$ cat config.mk
export PLATFORM = sky130hd
export DESIGN_NAME = mgmt_frame_master
export DESIGN_NICKNAME = d
export VERILOG_FILES = /design/src/rtl/mgmt_pkg.sv /design/src/rtl/mgmt_tick.sv /design/src/rtl/mgmt_rx_shift.sv /design/src/rtl/mgmt_frame_master.sv
export SDC_FILE = /design/constraint.sdc
export NUM_CORES = 1
export LEC_CHECK = 0
export BUFFER_PORTS_ARGS = -buffer_cell sky130_fd_sc_hd__buf_4
export CORE_ASPECT_RATIO = 0.6
export CORE_MARGIN = 2
export CORE_UTILIZATION = 35
export CTS_BUF_LIST = sky130_fd_sc_hd__clkbuf_4 sky130_fd_sc_hd__clkbuf_8
export CTS_CLUSTER_DIAMETER = 80
export CTS_CLUSTER_SIZE = 14
export DETAILED_ROUTE_END_ITERATION = 10
export PLACE_DENSITY = 0.6
export SLEW_MARGIN = 5
export SYNTH_ARGS = -nofsm -noshare
export SYNTH_HDL_FRONTEND = slang
export SYNTH_SLANG_ARGS = --single-unit
$ cat constraint.sdc
create_clock -name clk -period 2.3 [get_ports clk]
set_input_delay 0.23 -clock clk [delete_from_list [all_inputs] [get_ports clk]]
set_output_delay 0.23 -clock clk [all_outputs]
set_load 0.02 [all_outputs]
$ cat src/rtl/mgmt_pkg.sv
package mgmt_pkg;

    localparam int PRE_BITS  = 32;
    localparam int ADDR_BITS = 5;
    localparam int DATA_BITS = 16;
    localparam int HDR_BITS  = PRE_BITS + 2 + 2 + ADDR_BITS + ADDR_BITS;
    localparam int WR_BITS   = HDR_BITS + 2 + DATA_BITS;

    localparam logic [1:0] SYNC_PAT  = 2'b01;
    localparam logic [1:0] OPC_READ  = 2'b10;
    localparam logic [1:0] OPC_WRITE = 2'b01;
    localparam logic [1:0] TURN_PAT  = 2'b10;

    typedef enum logic [2:0] {
        ST_IDLE,
        ST_DRIVE,
        ST_TURN,
        ST_RECV,
        ST_RELEASE
    } mg_state_e;

    typedef struct packed {
        logic                 write;
        logic [ADDR_BITS-1:0] phy;
        logic [ADDR_BITS-1:0] regad;
        logic [DATA_BITS-1:0] wdata;
    } mg_req_t;

    // Whole outgoing bit stream, first bit at the MSB.
    function automatic logic [WR_BITS-1:0] build_frame(input mg_req_t r);
        logic [1:0] opc;
        opc = r.write ? OPC_WRITE : OPC_READ;
        return {{PRE_BITS{1'b1}}, SYNC_PAT, opc, r.phy, r.regad, TURN_PAT, r.wdata};
    endfunction

    // Shortest bus clock period is two phases (receive bits).
    function automatic int phase_cycles(input longint clk_hz, input longint max_hz);
        longint q;
        q = (clk_hz + 2 * max_hz - 1) / (2 * max_hz);
        return (q < 1) ? 1 : int'(q);
    endfunction

endpackage

$ cat src/rtl/mgmt_tick.sv
module mgmt_tick #(
    parameter int PH = 5
) (
    input  logic clk,
    input  logic rst,
    input  logic run,
    output logic tick
);
    localparam int CW = (PH > 1) ? $clog2(PH) : 1;

    logic [CW-1:0] cnt_q;

    assign tick = run && (cnt_q == CW'(PH - 1));

    always_ff @(posedge clk) begin
        if (rst) begin
            cnt_q <= '0;
        end else if (!run || tick) begin
            cnt_q <= '0;
        end else begin
            cnt_q <= cnt_q + 1'b1;
        end
    end

    // phase counter never passes the phase length
    a_r10_cnt_range: assert property (@(posedge clk) disable iff (rst)
        int'(cnt_q) < PH);

endmodule

$ cat src/rtl/mgmt_rx_shift.sv
module mgmt_rx_shift #(
    parameter int W = 16
) (
    input  logic         clk,
    input  logic         rst,
    input  logic         en,
    input  logic         din,
    output logic [W-1:0] q
);
    logic [W-1:0] sh_q;

    always_ff @(posedge clk) begin
        if (rst) begin
            sh_q <= '0;
        end else if (en) begin
            sh_q <= {sh_q[W-2:0], din};
        end
    end

    assign q = sh_q;

endmodule

$ cat src/rtl/mgmt_frame_master.sv
module mgmt_frame_master
    import mgmt_pkg::*;
#(
    parameter int unsigned CLK_HZ     = 250_000_000,
    parameter int unsigned MDC_MAX_HZ = 25_000_000
) (
    input  logic                 clk,
    input  logic                 rst,
    input  logic                 req_valid,
    input  logic                 req_write,
    input  logic [ADDR_BITS-1:0] req_phy,
    input  logic [ADDR_BITS-1:0] req_reg,
    input  logic [DATA_BITS-1:0] req_wdata,
    output logic                 busy,
    output logic                 done,
    output logic [DATA_BITS-1:0] rdata,
    output logic                 mdc,
    output logic                 md_out,
    output logic                 md_oe,
    input  logic                 md_in
);
    localparam int PH  = phase_cycles(longint'(CLK_HZ), longint'(MDC_MAX_HZ));
    localparam int BCW = $clog2(WR_BITS + 1);

    mg_state_e          state_q;
    logic [1:0]         phase_q;
    logic [BCW-1:0]     bits_q;
    logic [WR_BITS-1:0] frame_q;
    logic               wr_q;
    logic               done_q;
    logic               tick;
    logic               cap_en;
    logic [BCW-1:0]     last_bit;
    mg_req_t            req_s;

    assign req_s = '{write: req_write, phy: req_phy, regad: req_reg, wdata: req_wdata};
    assign last_bit = wr_q ? BCW'(WR_BITS - 1) : BCW'(HDR_BITS - 1);

    mgmt_tick #(.PH(PH)) u_tick (
        .clk  (clk),
        .rst  (rst),
        .run  (state_q != ST_IDLE),
        .tick (tick)
    );

    assign cap_en = tick && (state_q == ST_RECV) && (phase_q == 2'd0);

    mgmt_rx_shift #(.W(DATA_BITS)) u_rx (
        .clk (clk),
        .rst (rst),
        .en  (cap_en),
        .din (md_in),
        .q   (rdata)
    );

    always_ff @(posedge clk) begin
        if (rst) begin
            state_q <= ST_IDLE;
            phase_q <= '0;
            bits_q  <= '0;
            frame_q <= '0;
            wr_q    <= 1'b0;
            done_q  <= 1'b0;
        end else begin
            done_q <= 1'b0;
            case (state_q)
                ST_IDLE: begin
                    if (req_valid) begin
                        frame_q <= build_frame(req_s);
                        wr_q    <= req_write;
                        state_q <= ST_DRIVE;
                        phase_q <= '0;
                        bits_q  <= '0;
                    end
                end
                ST_DRIVE: begin
                    if (tick) begin
                        if (phase_q == 2'd2) begin
                            phase_q <= '0;
                            frame_q <= {frame_q[WR_BITS-2:0], 1'b0};
                            bits_q  <= bits_q + 1'b1;
                            if (bits_q == last_bit) begin
                                state_q <= wr_q ? ST_RELEASE : ST_TURN;
                            end
                        end else begin
                            phase_q <= phase_q + 1'b1;
                        end
                    end
                end
                ST_TURN: begin
                    if (tick) begin
                        if (phase_q == 2'd2) begin
                            phase_q <= '0;
                            bits_q  <= '0;
                            state_q <= ST_RECV;
                        end else begin
                            phase_q <= phase_q + 1'b1;
                        end
                    end
                end
                ST_RECV: begin
                    if (tick) begin
                        if (phase_q == 2'd0) begin
                            phase_q <= 2'd1;
                        end else begin
                            phase_q <= '0;
                            bits_q  <= bits_q + 1'b1;
                            if (bits_q == BCW'(DATA_BITS - 1)) begin
                                state_q <= ST_IDLE;
                                done_q  <= 1'b1;
                            end
                        end
                    end
                end
                ST_RELEASE: begin
                    if (tick) begin
                        state_q <= ST_IDLE;
                        done_q  <= 1'b1;
                    end
                end
                default: state_q <= ST_IDLE;
            endcase
        end
    end

    assign mdc    = (((state_q == ST_DRIVE) || (state_q == ST_TURN)) && (phase_q == 2'd1))
                 || ((state_q == ST_RECV) && (phase_q == 2'd0));
    assign md_oe  = (state_q == ST_DRIVE);
    assign md_out = md_oe & frame_q[WR_BITS-1];
    assign busy   = (state_q != ST_IDLE);
    assign done   = done_q;

    // bus quiet whenever no frame runs
    a_r1_idle_quiet: assert property (@(posedge clk) disable iff (rst)
        !busy |-> (!mdc && !md_oe));

    // done is a single-cycle pulse
    a_r8_done_pulse: assert property (@(posedge clk) disable iff (rst)
        done |=> !done);

    // busy already low when done shows
    a_r8_done_idle: assert property (@(posedge clk) disable iff (rst)
        done |-> !busy);

    // the captured operation holds for the whole frame
    a_r9_hold_op: assert property (@(posedge clk) disable iff (rst)
        busy |=> (!busy || $stable(wr_q)));

    // driven data holds while the clock is high
    a_r4_hold_high: assert property (@(posedge clk) disable iff (rst)
        (mdc && md_oe) |=> (!mdc || $stable(md_out)));

    // data pin released during turnaround and receive
    a_r5_released: assert property (@(posedge clk) disable iff (rst)
        (busy && !wr_q && $fell(md_oe)) |=> !md_oe);

endmodule

After elaboration in Yosys (flattened, before gate mapping)
Index checks and enable logic that the tools add are counted.
{"block": "word_totals", "ff_bits": 97, "elab_cells": 91}
{"block": "classes", "add_sub_neg": 3, "eq_ne": 20, "n_mux": 37, "bitwise": 1, "reduce_logical": 22}
{"op": "64-bit 2-to-1 mux", "count": 3}
{"op": "64-bit one-hot mux with 2 select lines", "count": 1}
{"op": "7-bit 2-to-1 mux", "count": 7}
{"op": "3-bit 2-to-1 mux", "count": 11}
{"op": "7-bit one-hot mux with 4 select lines", "count": 1}
{"op": "3-bit one-hot mux with 5 select lines", "count": 1}
{"op": "2-bit != test, second input constant", "count": 6}
{"op": "2-bit 2-to-1 mux", "count": 5}
{"op": "2-bit by 1-bit != test with 1-bit output, second input constant", "count": 5}
{"op": "10-bit AND reduction", "count": 1}
{"op": "4-bit AND reduction", "count": 2}
{"op": "8-bit AND reduction", "count": 1}
{"op": "7-bit by 1-bit adder with 7-bit output, second input constant", "count": 1}
{"op": "7-bit by 4-bit == test with 1-bit output, second input constant", "count": 1}
{"op": "7-bit by 6-bit == test with 1-bit output", "count": 1}
{"op": "3-bit by 2-bit == test with 1-bit output, second input constant", "count": 2}
{"op": "3-bit == test, second input constant", "count": 2}
{"op": "2-bit one-hot mux with 3 select lines", "count": 1}
{"op": "3-bit nonzero test", "count": 2}
{"op": "1-bit logical AND", "count": 5}
{"op": "1-bit 2-to-1 mux", "count": 5}
{"op": "5-bit 2-to-1 mux", "count": 1}
{"op": "4-bit nonzero test", "count": 1}
{"op": "2-bit OR reduction", "count": 2}
{"op": "13 further kinds", "count": 15}

Logic depth before layout (Yosys ltp)
Gate-level depths: netlist of the first run.
{"block": "logic_depth", "word_depth": 6, "depth_mapped": 10, "ltp_nobuf": 7}

Hierarchy
A second synthesis of the first run with hierarchy kept.
{"block": "unflattened", "cells_unflattened": 488, "hier_area_um2": 4095.2}
{"module": "mgmt_frame_master", "n_inst": 1, "cells_each": 421, "area_per_inst_um2": 3364.5, "seq_area_each_um2": 1561.5}
{"module": "mgmt_rx_shift", "n_inst": 1, "cells_each": 52, "area_per_inst_um2": 580.6, "seq_area_each_um2": 320.3}
{"module": "mgmt_tick", "n_inst": 1, "cells_each": 15, "area_per_inst_um2": 150.1, "seq_area_each_um2": 60.1}

Worst setup path before layout of the first run
No wires, ideal clock.
{"block": "synth_path", "path_kind": "register to register", "startpoint": "register u_tick.cnt_q[0]", "endpoint": "register bits_q[3]", "setup_ps": 74, "arrival_ps": 2003, "t_required_ps": 2226, "slack_ps": 223, "path_stages_with_launch": 10, "n_path_buf": 2, "synth_period_minus_slack_ps": 2077, "path_cell_list": "dfxtp_1 > inv_1 > ha_1 > and3_1 > buf_4 > a221oi_2 > or3_1 > buf_2 > or4b_1 > a31oi_1"}
{"block": "synth_via", "elab_chain_cells": 4, "word_cells_on_any_way": 6}
{"item": "start: declaration", "line_no": "mgmt_tick.sv:11", "text": "logic [CW-1:0] cnt_q;"}
{"item": "start signal: assignment", "line_no": "mgmt_tick.sv:21", "text": "cnt_q <= cnt_q + 1'b1;"}
{"item": "3-bit == test (*)", "line_no": "mgmt_tick.sv:13", "text": "assign tick = run && (cnt_q == CW'(PH - 1));"}
{"item": "1-bit logical AND (*)", "line_no": "mgmt_tick.sv:13"}
{"item": "2-bit != test (no line) / 2-bit by 1-bit != test with 1-bit output (equally long branches)"}
{"item": "8-bit AND reduction (no line) (*)"}
{"item": "end signal: assignment", "line_no": "mgmt_frame_master.sv:81", "text": "bits_q <= bits_q + 1'b1;"}
{"item": "end signal: assignment", "line_no": "mgmt_frame_master.sv:107", "text": "bits_q <= bits_q + 1'b1;"}
{"item": "end: declaration", "line_no": "mgmt_frame_master.sv:27", "text": "logic [BCW-1:0] bits_q;"}
Mark *: on every way between the ends. The rest lies on a longest branch, timed or not.
A chain may end at the register's enable or synchronous reset.

Worst setup path after layout of the first run
{"block": "layout_path", "startpoint": "register state_q[0]", "endpoint": "output port md_oe"}
{"block": "layout_via", "elab_chain_cells": 1}
{"item": "start: declaration", "line_no": "mgmt_frame_master.sv:25", "text": "mg_state_e state_q;"}
{"item": "start signal: assignment", "line_no": "mgmt_frame_master.sv:83", "text": "state_q <= wr_q ? ST_RELEASE : ST_TURN;"}
{"item": "3-bit by 1-bit == test with 1-bit output", "line_no": "mgmt_frame_master.sv:128", "text": "assign md_oe = (state_q == ST_DRIVE);"}
{"item": "end: declaration", "line_no": "mgmt_frame_master.sv:19", "text": "output logic md_oe,"}
Every way passes these cells.

==> impl_metrics.tcl, run 1 <==
set metrics [dict create \
    top_level_ports 52 \
    synthArstFlopShare_pct 0 \
    clock_latency_ps 370 \
    hp-class "in -> reg" \
    fin_area_um2 4882 \
    die_w_um 142.5 \
    netlist_area_um2 4030 \
    min_path_cells 3 \
    port_buffers 51 \
    drc 0 \
    cts_sinks 97 \
    path_max_fanout 29 \
    cp_slowest_cell "dfxtp_1" \
    via_count 3641 \
    synthCells 512 \
    relSlewSlack_pct 57.81 \
    rsz0062_at_grt "false" \
    drtIter0Drc 249 \
    period_needed_ps 2147 \
    wire_per_inst_um 13.27 \
    holdPathEnd "u_rx.q[0]" \
    dpl.hpwl_um 6095 \
    fin_util_pct 43.36 \
    path_depth 6 \
    cts_max_level 3 \
    postCtsHoldBufs 0 \
    cts-root-buf "clkbuf_8" \
    cp.arrival_ps 1920 \
    p_leak_nw 1.880 \
    synth_cell_type_count 41 \
    crit_required_ps 2070 \
    status "completed" \
    synth-seq-area-share_pct 48.18 \
    grt_usage_pct 15.37 \
    numCtsBuffers 9 \
    route.antenna.remaining_nets 0 \
    avgViaCountPerCell 5.187 \
    wl_um 9316 \
    fin_skew_ps 12.55 \
    coreArea_um2 11260 \
    cp_cell_sequence "buf_4 -> nor2b_2 -> nand2_2 -> inv_1 -> buf_6 -> buf_4" \
    max_freq_mhz 465.7 \
    finalSetupViolCount 0 \
    crit_top_cell "buf_4" \
    area_delta_synth_final_pct 21.14 \
    floorplan.initialDensity_pct 35.79 \
    setup_slack_ps 152.7 \
    r2r_end "bits_q[3]" \
    multi_input_area_um2 1914 \
    synth-seq-cells 97 \
    finalPower_w 0.003996 \
    grt_overflow 0 \
    ir_worst_vdd_mv 0.2978 \
    die_h_um 87.12 \
    cts_max_path_buffers 2 \
    tightest_slew_ps 631.1 \
    drv_cap 0 \
    critical_path_class "reg -> out" \
    tritoncts "done" \
    drt-pass1-iter-count 4 \
    crit_family "buffers and inverters" \
    cp_num_buf_inv 4 \
    min_from "md_in" \
    synth_common_cells "nand2_1, dfxtp_1, nor3_1, nor2_1, clkbuf_1" \
    synth_area_leaders "dfxtp_1, nor3_1, nand2_1" \
    grt_pass1_wl_um 15450 \
    layout.nets 587 \
    grt_max_degree 45 \
    place_congestion 0.8512 \
    period_share_pct 93.36 \
    r2r_start "u_tick.cnt_q[0]" \
    synthFlopType "dfxtp_1" \
    yosysWarnings 0 \
    yosysMostFrequentCell "nand2_1" \
    grt_pass1_vias 3242 \
    drive_above_1_share_pct 17.38 \
    drv_slew 0 \
    cpPeakStageDelay_ps 330 \
    antenna_cells 0 \
    rows 30 \
    crit_path_start_kind "flip-flop" \
    pre_cts_slack_ps 125.6 \
    placed_cell_area_um2 4626 \
    syn_nets 546 \
    end_kind "primary output" \
    report.final.hold_viol_count 0 \
    fillers 1133 \
    rr_worst_depth 7 \
    seqCellArea_um2 1942 \
    antenna_found_initial 0 \
    r2r_slack_ps 160 \
    p_per_area_nw_per_um2 818.4 \
    synth.largest_area_cell "dfxtp_1" \
    tns_ps 0 \
    syn_avg_cell_area_um2 7.871 \
    yosysTopAreaCellShare_pct 48.18 \
    synth-edff-count 0 \
    die-area_um2 12420 \
    path_clk_slew_ps 100 \
]
-- worst register-to-register path: stages, from the launching register on --
cell and delay (ps):
dfxtp_1 330, inv_1 70, ha_1 220, and3_1 250
a221oi_2 90, or3_1 430, or4b_1 520, a31oi_1 160
-- kinds of logic (layout without fill, tap and decap cells) --
logic type | Yosys count | after routing | synth area share, %
fa+ha+maj | 3 | 3 | 0.9315
xor+xnor | 2 | 2 | 0.4347
buf+inv | 48 | 94 | 4.750
flops | 97 | 97 | 48.18
mux | 4 | 4 | 0.9935
compound gates | 70 | 70 | 12.17
simple gates | 288 | 288 | 32.54
-- worst max path at each step --
| stage | start | slack [ps] | endpoint |
|---|---|---|---|
| after floorplan | u_tick.cnt_q[0] | 220 | bits_q[3] |
| after global placement | state_q[0] | 150 | done |
| after detailed placement | bits_q[1] | 130 | done |
| after CTS | bits_q[1] | 60 | done |
| after global routing | state_q[0] | 1 | md_oe |
| final | state_q[0] | 150 | md_oe |
-- state kept, by name, summed over array words and instances (netlist names) --
name / count
bits_q: 7
done: 1
frame_q: 64
phase_q: 2
state_q: 3
u_rx.q: 16
u_tick.cnt_q: 3
wr_q: 1
-- layer usage --
metal,share of wire (%),vias up,global-route usage (%)
li1,-,1856,-
met1,53,1691,22.12
met2,41,90,22.29
met3,5.4,4,4.508
met4,0.47,0,4.320
met5,0,-,0
-- through the flow --
stage | instances | hold WS, ps
floorplan | 512 | 366.0
global placement | 684 | 441.5
detailed placement | 684 | 447.9
CTS | 700 | 75.32
global route | 702 | 107.6
finish | 702 | 102.2
-- layout by cell type (no fill, tap or decap), drive strengths merged, types with 2 or more instances in the layout --
| cell | synthesis | routed |
|---|---|---|
| nand4b | 2 | 2 |
| nand3b | 3 | 3 |
| clkbuf | 32 | 11 |
| ha | 3 | 3 |
| nor4b | 2 | 2 |
| or3 | 3 | 3 |
| a21oi | 27 | 27 |
| o21ai | 4 | 4 |
| mux2i | 4 | 4 |
| dfxtp | 97 | 97 |
| nor3 | 78 | 78 |
| nand2 | 100 | 100 |
| inv | 6 | 8 |
| bufinv | 0 | 2 |
| a311oi | 27 | 27 |
| buf | 10 | 72 |
| a31oi | 5 | 5 |
| nor2b | 3 | 3 |
| nor2 | 67 | 67 |
| and3 | 7 | 7 |
| and2 | 3 | 3 |
| nand3 | 12 | 12 |
| or4b | 2 | 2 |
| o211ai | 2 | 2 |
-- what timing repair did --
action	in CTS	in global routing
setup endpoints to repair	1	21
gates cloned	0	0
setup buffers	0	2
resized for setup	1	4
pin swaps	0	1
-- power by group --
part	switching [W]	internal [W]	total, W
sequential	0.0000919	0.00185	0.00194
combinational	0.000482	0.000333	0.000815
clock	0.000595	0.000647	0.00124
total	0.00117	0.00283	0.00400
-- final cells by class --
| type | instances | share of cell area [%] |
|---|---|---|
| clock buffers | 11 | 2.845 |
| clock inverters | 5 | 1.768 |
| inverters | 6 | 0.4613 |
| multi-input cells | 367 | 39.21 |
| flip-flops and latches | 97 | 39.77 |
| well taps | 144 | 3.690 |
| repair buffers | 72 | 12.25 |
No activity file was read; power rests on OpenSTA's default activity.
==> inputs of run 2 (changes only) <==
CORE_UTILIZATION = 59   (was 35)
PLACE_DENSITY = 0.88   (was 0.6)
==> impl_metrics.tcl, run 2 (synthesis gave the netlist of run 1 again) <==
set metrics [dict create \
    layout.nets 580 \
    critical_path_class "reg -> reg" \
    cts_max_path_buffers 2 \
    drt-pass1-iter-count 5 \
    cp_cell_sequence "inv_1 -> ha_1 -> and3_2 -> a221oi_2 -> or3_1 -> or4b_1 -> a31oi_1" \
    status "completed" \
    cp.arrival_ps 2470 \
    grt_pass1_vias 3304 \
    crit_path_start_kind "flip-flop" \
    r2r_start "u_tick.cnt_q[0]" \
    wl_um 8971 \
    relSlewSlack_pct 60.25 \
    r2r_slack_ps 120 \
    floorplan.initialDensity_pct 60.62 \
    avgViaCountPerCell 5.755 \
    tritoncts "done" \
    die-area_um2 7530 \
    die_w_um 110.7 \
    cts_max_level 3 \
    grt_pass1_wl_um 14930 \
    period_needed_ps 2178 \
    numCtsBuffers 9 \
    coreArea_um2 6648 \
    cp_num_buf_inv 1 \
    cp_slowest_cell "or4b_1" \
    ir_worst_vdd_mv 0.4058 \
    pre_cts_slack_ps 78.27 \
    path_max_fanout 6 \
    drtIter0Drc 444 \
    drv_cap 0 \
    wire_per_inst_um 14.08 \
    layout_commonest_cell "nand2_1" \
    hp-class "in -> reg" \
    antenna_cells 0 \
    drv_slew 0 \
    path_clk_slew_ps 90 \
    end_kind "flip-flop" \
    crit_family "simple AND/OR/NAND/NOR gates" \
    cpPeakStageDelay_ps 530 \
    grt_max_degree 52 \
    route.antenna.remaining_nets 0 \
    min_from "md_in" \
    drive_above_1_share_pct 16.00 \
    fillers 495 \
    setup_slack_ps 121.7 \
    die_h_um 68.02 \
    cts_sinks 97 \
    crit_path_start "u_tick.cnt_q[0]" \
    area_delta_synth_final_pct 16.45 \
    tightest_slew_ps 594.6 \
    antenna_found_initial 0 \
    fin_worst_hold_slack_ps 109.9 \
    grt_overflow 0 \
    grt_usage_pct 24.07 \
    final_cell_mix "nand2_1, dfxtp_1, nor3_1" \
    via_count 3666 \
    drc 0 \
    top_register "frame_q" \
    place_congestion 0.8694 \
    holdPathEnd "u_rx.q[0]" \
    cts-root-buf "clkbuf_8" \
    r2r_end "bits_q[3]" \
    clock_latency_ps 360 \
    post-cts-setup-buffer-count 0 \
    report.final.hold_viol_count 0 \
    finalPower_w 0.003802 \
    rr_worst_depth 7 \
    finalSetupViolCount 0 \
    p_per_area_nw_per_um2 810.0 \
    period_share_pct 94.71 \
    max_freq_mhz 459.1 \
    rows 23 \
    dpl.hpwl_um 5726 \
    p_leak_nw 1.819 \
    top_level_ports 52 \
    rsz0062_at_grt "false" \
    largest_register_ffs 64 \
    tns_ps 0 \
    crit_required_ps 2590 \
    fin_skew_ps 12.32 \
    port_buffers 51 \
    min_path_cells 3 \
]
==> run 2: changes by cell type in the layout (fill, tap and decap cells not counted), sizes merged <==
| cell | delta |
|---|---|
| bufinv | -1 |
| inv | -1 |
| clkinvlp | +1 |
| clkinv | +1 |
| buf | -7 |
| clkbuf | -1 |
==> run 2: tightest hold or removal path: stages <==
cell     delay (ps)
buf_4           110
nand2_1          50
a21oi_1          50
==> run 2: how the worst max path moves through the flow <==
stage / to / slack, ps / cells past startpoint
6_report: bits_q[3] / 120 / 7
5_1_grt: bits_q[3] / 10 / 7
4_1_cts: bits_q[3] / 70 / 7
3_5_place_dp: bits_q[3] / 80 / 7
3_3_place_gp: bits_q[3] / 230 / 7
2_1_floorplan: bits_q[3] / 220 / 9
==> run 2: report_power, final <==
group / switching [W] / internal (W)
Sequential: 0.0000933 / 0.00185
Combinational: 0.000479 / 0.000301
Clock: 0.000572 / 0.000510
Total: 0.00114 / 0.00266
==> run 2: layout make-up <==
class / instances / area [µm²] / share of cell area (%)
Clock buffer: 10 / 131.4 / 2.799
Clock inverter: 5 / 56.30 / 1.200
Inverter: 6 / 22.52 / 0.4799
Multi-Input combinational cell: 367 / 1907 / 40.63
Sequential cell: 97 / 1942 / 41.38
Tap cell: 87 / 108.9 / 2.319
Timing Repair Buffer: 65 / 525.5 / 11.20
==> run 2: layer usage <==
| layer | global-route usage (%) | share of wire, % |
|---|---|---|
| met2 | 39.19 | 45 |
| met1 | 31.17 | 49 |
| met5 | 0 | 0 |
| met3 | 6.554 | 5.4 |
| met4 | 9.688 | 1.2 |
==> run 2: through the flow <==
step	util, %	instances	cell area (µm²)
floorplan	-	512	4030
detailed placement	67.76	622	4504
global placement	67.76	622	4504
CTS	70.58	637	4692
global route	70.60	637	4693
finish	70.60	637	4693
==> run 2: repair_timing <==
action | in CTS | in global routing
endpoints found under the setup margin | 0 | 2
hold buffers | 0 | 0
resized for setup | 0 | 1
==> inputs of run 3 (changes only) <==
==> constraint.sdc (replaced) <==
create_clock -name clk -period 2.3 [get_ports clk]
set_input_delay 0.345 -clock clk [delete_from_list [all_inputs] [get_ports clk]]
set_output_delay 0.345 -clock clk [all_outputs]
set_load 0.02 [all_outputs]
==> impl_metrics.tcl, run 3 (synthesis gave the netlist of run 1 again) <==
set metrics [dict create \
    status "completed" \
    finalPower_w 0.003974 \
    cts-root-buf "clkbuf_8" \
    final_cell_mix "nand2_1, dfxtp_1, nor3_1" \
    instances_no_fill 638 \
    die_w_um 110.7 \
    die-area_um2 7530 \
    tritoncts "done" \
    path_max_fanout 6 \
    rows 23 \
    cp.arrival_ps 2380 \
    relSlewSlack_pct 59.91 \
    cts_max_level 3 \
    avgViaCountPerCell 5.812 \
    p_leak_nw 1.844 \
    numCtsBuffers 9 \
    end_kind "flip-flop" \
    wl_um 9090 \
    grt_pass1_vias 3198 \
    finalSetupViolCount 0 \
    layout.nets 580 \
    wl_met3_um 609 \
    place_congestion 0.8860 \
    crit_path_start_kind "flip-flop" \
    min_path_cells 3 \
    r2r_end "done" \
    route.antenna.remaining_nets 0 \
    top_level_ports 52 \
    fillers 498 \
    report.final.hold_viol_count 0 \
    r2r_start "bits_q[1]" \
    drv_cap 0 \
    min_from "md_in" \
    wl_met1_um 4205 \
    fin_skew_ps 9.031 \
    top_register "frame_q" \
    clock_latency_ps 360 \
    critical_path_class "reg -> reg" \
    rsz0062_at_grt "false" \
    ir_worst_vdd_mv 0.4292 \
    hp-class "in -> reg" \
    coreArea_um2 6648 \
    dp.cells 622 \
    pre_cts_slack_ps 110.5 \
    die_h_um 68.02 \
    drc 0 \
    grt_pass1_wl_um 14570 \
    tightest_slew_ps 599.6 \
    top_layer "met4" \
    max_freq_mhz 461.4 \
    drv_slew 0 \
    dpl.hpwl_um 5828 \
    port_buffers 51 \
    floorplan.initialDensity_pct 60.62 \
    p_per_area_nw_per_um2 837.2 \
    drtIter0Drc 361 \
    grt_usage_pct 23.99 \
    area_delta_synth_final_pct 17.79 \
    crit_required_ps 2520 \
    grt_max_degree 56 \
    tns_ps 0 \
    drt-pass1-iter-count 6 \
    period_share_pct 94.24 \
    antenna_cells 0 \
    setup_slack_ps 132.6 \
    holdPathEnd "u_rx.q[0]" \
    wire_per_inst_um 14.25 \
    period_needed_ps 2167 \
    postCtsHoldBufs 0 \
    via_count 3708 \
    cts_max_path_buffers 2 \
    path_clk_slew_ps 90 \
    largest_register_ffs 64 \
    route.met2.wl_um 4161 \
    r2r_slack_ps 130 \
    rr_worst_depth 5 \
    grt_overflow 0 \
    cts_sinks 97 \
    drive_above_1_share_pct 16.33 \
    antenna_found_initial 0 \
    layout_commonest_cell "nand2_1" \
]
-- run 3: cell count changes in the layout (fill, tap and decap cells not counted) --
| cell | change |
|---|---|
| bufinv_16 | +1 |
| clkbuf_8 | +2 |
| or3_4 | +1 |
| and3_4 | +1 |
| clkinv_2 | -1 |
| or3_1 | -1 |
| clkinvlp_4 | -1 |
| and3_2 | -1 |
-- run 3: layout make-up --
| class | instances | area (µm²) | share of cell area [%] |
|---|---|---|---|
| multi-input cells | 367 | 1916 | 40.35 |
| clock buffers | 12 | 158.9 | 3.347 |
| repair buffers | 65 | 525.5 | 11.07 |
| clock inverters | 4 | 73.82 | 1.555 |
| flip-flops and latches | 97 | 1942 | 40.91 |
| inverters | 6 | 22.52 | 0.4744 |
| well taps | 87 | 108.9 | 2.293 |
-- run 3: what timing repair did --
action | CTS | global route
setup buffers | 0 | 0
endpoints found under the setup margin | 0 | 2
resized for setup | 0 | 3
-- run 3: stage by stage --
| step | area, µm² | hold slack, ps | utilization, % |
|---|---|---|---|
| floorplan | 4030 | 432.1 | - |
| global placement | 4504 | 440.4 | 67.76 |
| detailed placement | 4504 | 452.5 | 67.76 |
| CTS | 4737 | 206.8 | 71.26 |
| global route | 4747 | 223.4 | 71.41 |
| finish | 4747 | 218.4 | 71.41 |
-- run 3: worst max-delay path by stage --
stage / from / cells past startpoint / slack (ps) / to
floorplan: u_tick.cnt_q[0] / 9 / 220 / bits_q[3]
global placement: u_tick.cnt_q[0] / 7 / 210 / bits_q[3]
detailed placement: u_tick.cnt_q[0] / 7 / 110 / bits_q[3]
CTS: u_tick.cnt_q[0] / 7 / 80 / bits_q[3]
global route: bits_q[1] / 5 / 20 / done
finish: bits_q[1] / 5 / 130 / done
-- run 3: routing by layer --
layer,vias up,track usage (%)
li1,1838,-
met1,1728,30.40
met2,126,39.95
met3,16,7.352
met4,0,8.281
met5,-,0
-- run 3: critical path, cell delays in order (launching register included) --
cell	delay (ps)
dfxtp_1	460
ha_1	270
nor4b_1	280
nand2_1	130
or3_1	380
a2111oi_0	510
-- run 3: power by group --
group	total [W]	switching [W]	internal (W)
Clock	0.00125	0.000566	0.000686
Sequential	0.00194	0.0000937	0.00185
Combinational	0.000780	0.000482	0.000299
